--- src/rtl/trm_pkg.sv ---
package trm_pkg;
   typedef enum logic [0:0] {
      SEL_ANDOR    = 1'b0,
      SEL_PRIORITY = 1'b1
   } sel_kind_e;
endpackage

--- src/rtl/trm_head_match.sv ---
module trm_head_match #(
   parameter int SER_W = 6
) (
   input  logic             head_valid,
   input  logic [SER_W-1:0] head_serial,
   input  logic [SER_W-1:0] want_serial,
   output logic             hit
);
   always_comb hit = head_valid && (head_serial == want_serial);
endmodule

--- src/rtl/trm_expect_ctr.sv ---
module trm_expect_ctr #(
   parameter int SER_W = 6
) (
   input  logic             clk,
   input  logic             rst_n,
   input  logic             step,
   output logic [SER_W-1:0] want_serial
);
   localparam logic [SER_W-1:0] ONE = SER_W'(1);

   always_ff @(posedge clk) begin
      if (!rst_n) want_serial <= '0;
      else if (step) want_serial <= want_serial + ONE;
   end

   // with no step the counter keeps its value
   assert_hold_when_idle_R6: assert property (@(posedge clk) disable iff (!rst_n)
      !step |=> $stable(want_serial));
endmodule

--- src/rtl/trm_select.sv ---
module trm_select #(
   parameter int                 LANES = 4,
   parameter int                 W     = 22,
   parameter trm_pkg::sel_kind_e KIND  = trm_pkg::SEL_ANDOR
) (
   input  logic [LANES-1:0]   hit,
   input  logic [LANES*W-1:0] words,
   output logic               any,
   output logic [W-1:0]       sel_word
);
   always_comb any = |hit;

   generate
      if (KIND == trm_pkg::SEL_ANDOR) begin : g_andor
         logic [W-1:0] masked [LANES];
         for (genvar i = 0; i < LANES; i++) begin : g_mask
            assign masked[i] = words[i*W +: W] & {W{hit[i]}};
         end
         always_comb begin
            sel_word = '0;
            for (int i = 0; i < LANES; i++) sel_word = sel_word | masked[i];
         end
      end else begin : g_prio
         always_comb begin
            sel_word = '0;
            for (int i = LANES-1; i >= 0; i--) begin
               if (hit[i]) sel_word = words[i*W +: W];
            end
         end
      end
   endgenerate
endmodule

--- src/rtl/trace_merge_seq.sv ---
module trace_merge_seq #(
   parameter int                 LANES  = 4,
   parameter int                 SER_W  = 6,
   parameter int                 DATA_W = 16,
   parameter trm_pkg::sel_kind_e SEL    = trm_pkg::SEL_ANDOR
) (
   input  logic                    clk,
   input  logic                    rst_n,
   input  logic [LANES-1:0]        in_valid,
   output logic [LANES-1:0]        in_ready,
   input  logic [LANES*SER_W-1:0]  in_serial,
   input  logic [LANES*DATA_W-1:0] in_data,
   output logic                    out_valid,
   input  logic                    out_ready,
   output logic [SER_W-1:0]        out_serial,
   output logic [DATA_W-1:0]       out_data
);
   localparam int REC_W = SER_W + DATA_W;

   initial begin
      assert (LANES >= 1) else $error("LANES must be at least 1");
      assert (SER_W >= 2) else $error("SER_W must be at least 2");
      assert (DATA_W >= 1) else $error("DATA_W must be at least 1");
   end

   logic [SER_W-1:0]        want;
   logic [LANES-1:0]        hit;
   logic [LANES*REC_W-1:0]  recs;
   logic [REC_W-1:0]        win;
   logic                    xfer;

   trm_expect_ctr #(.SER_W(SER_W)) u_ctr (
      .clk(clk), .rst_n(rst_n), .step(xfer), .want_serial(want)
   );

   // lane i occupies slice i of each packed input bus
   for (genvar i = 0; i < LANES; i++) begin : g_lane
      trm_head_match #(.SER_W(SER_W)) u_match (
         .head_valid (in_valid[i]),
         .head_serial(in_serial[i*SER_W +: SER_W]),
         .want_serial(want),
         .hit        (hit[i])
      );
      assign recs[i*REC_W +: REC_W] = {in_serial[i*SER_W +: SER_W], in_data[i*DATA_W +: DATA_W]};
      assign in_ready[i] = hit[i] & out_ready;
   end

   trm_select #(.LANES(LANES), .W(REC_W), .KIND(SEL)) u_sel (
      .hit(hit), .words(recs), .any(out_valid), .sel_word(win)
   );

   assign out_serial = win[REC_W-1 -: SER_W];
   assign out_data   = win[DATA_W-1:0];
   assign xfer       = out_valid & out_ready;

   assert_unique_heads_R3: assert property (@(posedge clk) disable iff (!rst_n)
      $countones(hit) <= 1);
   assert_ready_onehot_R3: assert property (@(posedge clk) disable iff (!rst_n)
      $onehot0(in_ready));
   assert_idle_no_ready_R5: assert property (@(posedge clk) disable iff (!rst_n)
      !out_valid |-> (in_ready == '0));
   assert_stall_no_ready_R6: assert property (@(posedge clk) disable iff (!rst_n)
      !out_ready |-> (in_ready == '0));
   assert_out_serial_is_want_R4: assert property (@(posedge clk) disable iff (!rst_n)
      out_valid |-> (out_serial == want));
   assert_consecutive_R4: assert property (@(posedge clk) disable iff (!rst_n)
      (out_valid && out_ready) |=> (!out_valid || out_serial == SER_W'($past(out_serial) + 1'b1)));
endmodule

--- config.mk ---
export PLATFORM = sky130hd
export DESIGN_NAME = trace_merge_seq
export DESIGN_NICKNAME = d
export VERILOG_FILES = /design/src/rtl/trm_pkg.sv /design/src/rtl/trm_head_match.sv /design/src/rtl/trm_expect_ctr.sv /design/src/rtl/trm_select.sv /design/src/rtl/trace_merge_seq.sv
export SDC_FILE = /design/constraint.sdc
export NUM_CORES = 1
export LEC_CHECK = 0
export BUFFER_PORTS_ARGS = -buffer_cell sky130_fd_sc_hd__buf_2
export CAP_MARGIN = 5
export CORE_MARGIN = 4
export CORE_UTILIZATION = 33
export DETAILED_ROUTE_END_ITERATION = 6
export PLACE_DENSITY = 0.8
export SYNTH_ARGS = -nofsm -noshare
export SYNTH_HDL_FRONTEND = slang
export SYNTH_HIERARCHICAL = 1
export SYNTH_SLANG_ARGS = --single-unit
--- constraint.sdc ---
create_clock -name clk -period 2.53 [get_ports clk]
set_input_delay 0.1265 -clock clk [delete_from_list [all_inputs] [get_ports clk]]
set_output_delay 0.1265 -clock clk [all_outputs]
set_load 0.05 [all_outputs]
==> metrics.md <==
| Metric | Value |
|---|---|
| Root Buffer | clkbuf_4 |
| Final worst path period share | between 80% and 90% |
| Dpl cell area | 1720 sq um |
| Hold Path Class | input port to register |
| Avg Vias per Cell | 5.05 |
| P&R area growth vs syn | 68.7% |
| Normalized max-slew margin | about three quarters |
| Sequential share of power | 29.0% |
| # DRC | 0 |
| First-pass GRT wire length | around 6500 um |
| Core Util, Final | ~57% |
| Cells after DPL | 297 |
| Synth Instances | ~140 |
| Max IR drop VDD | 236 uV |
| RSZ-0062 raised after global routing | false |
| Pleak | 0.978 nW |
| P_int | 0.220 mW |
| Max-cap viol count | 0 |
| Avg WL per Cell | 14.2 um |
| Post-synth net total | 232 |
| Combinational Power Share | 42.3% |
| Post-CTS Setup Repair Bufs | 0 |
| R2R depth | 8 |
| Via count | about 1,500 |
| Grt ovf | 0 |
| Sw Share | 33.3% |
| P_sw | 0.110 mW |
| Crit path capture type | output pin |
| Synth cell types | 17 |
| GRT Total Usage | 19.6% |
| Hold Buf Count CTS | 0 |
| Starting density of the core | 34.0% |
| Clock Path Buffers | 2 |
| Post-Synthesis Cell Area | slightly above 1000 sq um |
| Fin. Hold Viols | 0 |
| Area of the core | between 3000 and 4000 sq um |
| CTS buffer count | 3 |
| Worst-Skew Late Latency | 0.26 ns |
| Die Span Y | approximately 64 um |
| Power Dens Cells | about 190 nW/um^2 |
| Post-Synthesis Mean Instance Area | roughly 7.6 sq um |
| Critical Path Source Type | register |
| Largest register FFs | 6 |
| Number of synthesized register bits | 6 |
| Area contributors post-synth | a22oi_1 32%, xnor2_1 13%, dfxtp_1 12% |
| CTS tree | built |
| Initial drt markers | 108 |
| Synth warn | 6 |
| Initial antenna violation count | 0 |
| Vias in the first global route | 1,418 |
| Chip width | about 64 um |
| Layout cell share with drive strength beyond 1 | about half |
| Top FF cell, synth | dfxtp_1 |
| TNS Setup | 0 ns |
| Hold Crit Depth | 2 |
| # rows | 20 |
| RePlAce Congestion | 0.822 |
| Status | finished clean |
| Arrival time worst endpoint | 2.13 ns |
| CP Data Required Time | 2.40 ns |
| # H-tree levels | 1 |
| Die area | 4080 sq um |
| Largest Register | u_ctr/want_serial |
| Cts repair resizes | 0 |
| Final Skew | ~0.009 ns |
| CP max FO | 23 |
| Most frequent cells in the layout | 121 x buf_2, 44 x a22oi_1, 24 x nand2_1, 15 x xnor2_1, 13 x xor2_1 |
| Final Total Pwr | 0.331 mW |
| Nets | 354 |
| Worst-Margin Slew | approximately 0.38 ns |
| Clock share of power | ~29% |
| Antenna Cells | 0 |
| Critical path class | register to output pin |
| Final ANT Viol Nets | 0 |
| Sequential share of the synthesized area | 11.7% |
| Fillers | between 200 and 300 |
| Most common cell after layout, fill and taps aside | buf_2 |
| Setup-failing EPs final | 0 |
| Max Slew Vio Count | 0 |
| CTS clock-pin slew for the worst setup and hold paths | 0.05 ns |
| Drt pass-1 iters | 4 |
| Fmax | 443 MHz |
| Fin crit period | 2.26 ns |
| Cell taking the most area after synthesis | a22oi_1 |
| DP HPWL | 3480 um |
| IO Pins | 122 |
| Largest registers | u_ctr/want_serial x6 |
| Number of synthesized flops with an enable pin | 0 |
| Non-filler cells, final | 300 |
| Final WL | between 4000 and 5000 um |
| Area share of the largest cell type after synthesis | approximately a third |
| Largest net degree at the start of global routing | 24 |
| Final instance area | 1740 sq um |
| CTS Sinks | 6 |
| Port buffer count | 121 |
| Post-synth ARST share | 0% |
synth_stat cells (4+ instances only):
cell and n:
nor4_2 4, buf_2 8, dfxtp_1 6, xnor2_1 15, nand4_1 5, nand2_1 24
and2_1 9, a22oi_1 44, xor2_1 13
through the flow:
step	worst slack (ns)	hold WS, ns
6_report	0.270	0.131
5_1_grt	0.0643	0.182
4_1_cts	0.282	0.135
3_5_place_dp	0.323	0.401
3_3_place_gp	0.419	0.400
2_1_floorplan	0.0656	0.248
routing by layer:
metal / up-vias / track usage [%] / part of all wire (%)
li1: 759 / - / -
met1: 685 / 21.4 / 38
met2: 62 / 37.3 / 52
met3: 8 / 3.51 / 7.6
met4: 0 / 6.47 / 1.6
met5: - / 0 / 0
area by class of cell:
class / instances / area (sq um) / area share, %
well taps: 44 / 55.1 / 3.17
repair buffers: 125 / 636 / 36.5
multi-input cells: 122 / 906 / 52.1
clock buffers: 3 / 22.5 / 1.29
flip-flops and latches: 6 / 120 / 6.91
cells by family (layout without fill, tap and decap cells):
kind of cell,after synthesis,after routing,share of synthesized area [%]
mux,1,1,0.971
xor+xnor,28,28,23.8
simple gates,46,46,25.2
buf+inv,8,128,3.88
fa+ha+maj,1,1,1.21
compound gates,46,46,33.3
flops,6,6,11.7
power by group through the flow:
stage          Combinational, mW  Sequential [mW]  Clock, mW
2_1_floorplan             0.0470           0.0975          0
3_3_place_gp               0.139           0.0976          0
3_5_place_dp               0.141           0.0976          0
4_1_cts                    0.141           0.0957     0.0967
5_1_grt                    0.153           0.0958     0.0986
6_report                   0.140           0.0958     0.0950
critical path, cell delays in order (launching register included):
cell	delay [ns]
dfxtp_1	0.55
xnor2_1	0.17
nand4_1	0.16
nor4_4	0.18
buf_4	0.31
a22oi_1	0.15
nand2_1	0.09
buf_2	0.26
worst paths after layout:
path                                          start                           endpoint  slack (ns)
setup / recovery  u_ctr/want_serial[0]$_SDFFE_PN0P_                      out_serial[2]        0.27
hold / removal                                rst_n  u_ctr/want_serial[4]$_SDFFE_PN0P_        0.13
setup reg to reg  u_ctr/want_serial[0]$_SDFFE_PN0P_  u_ctr/want_serial[5]$_SDFFE_PN0P_        0.29
hold reg to reg   u_ctr/want_serial[5]$_SDFFE_PN0P_  u_ctr/want_serial[5]$_SDFFE_PN0P_        0.61
(Power assumes the default switching activity.)
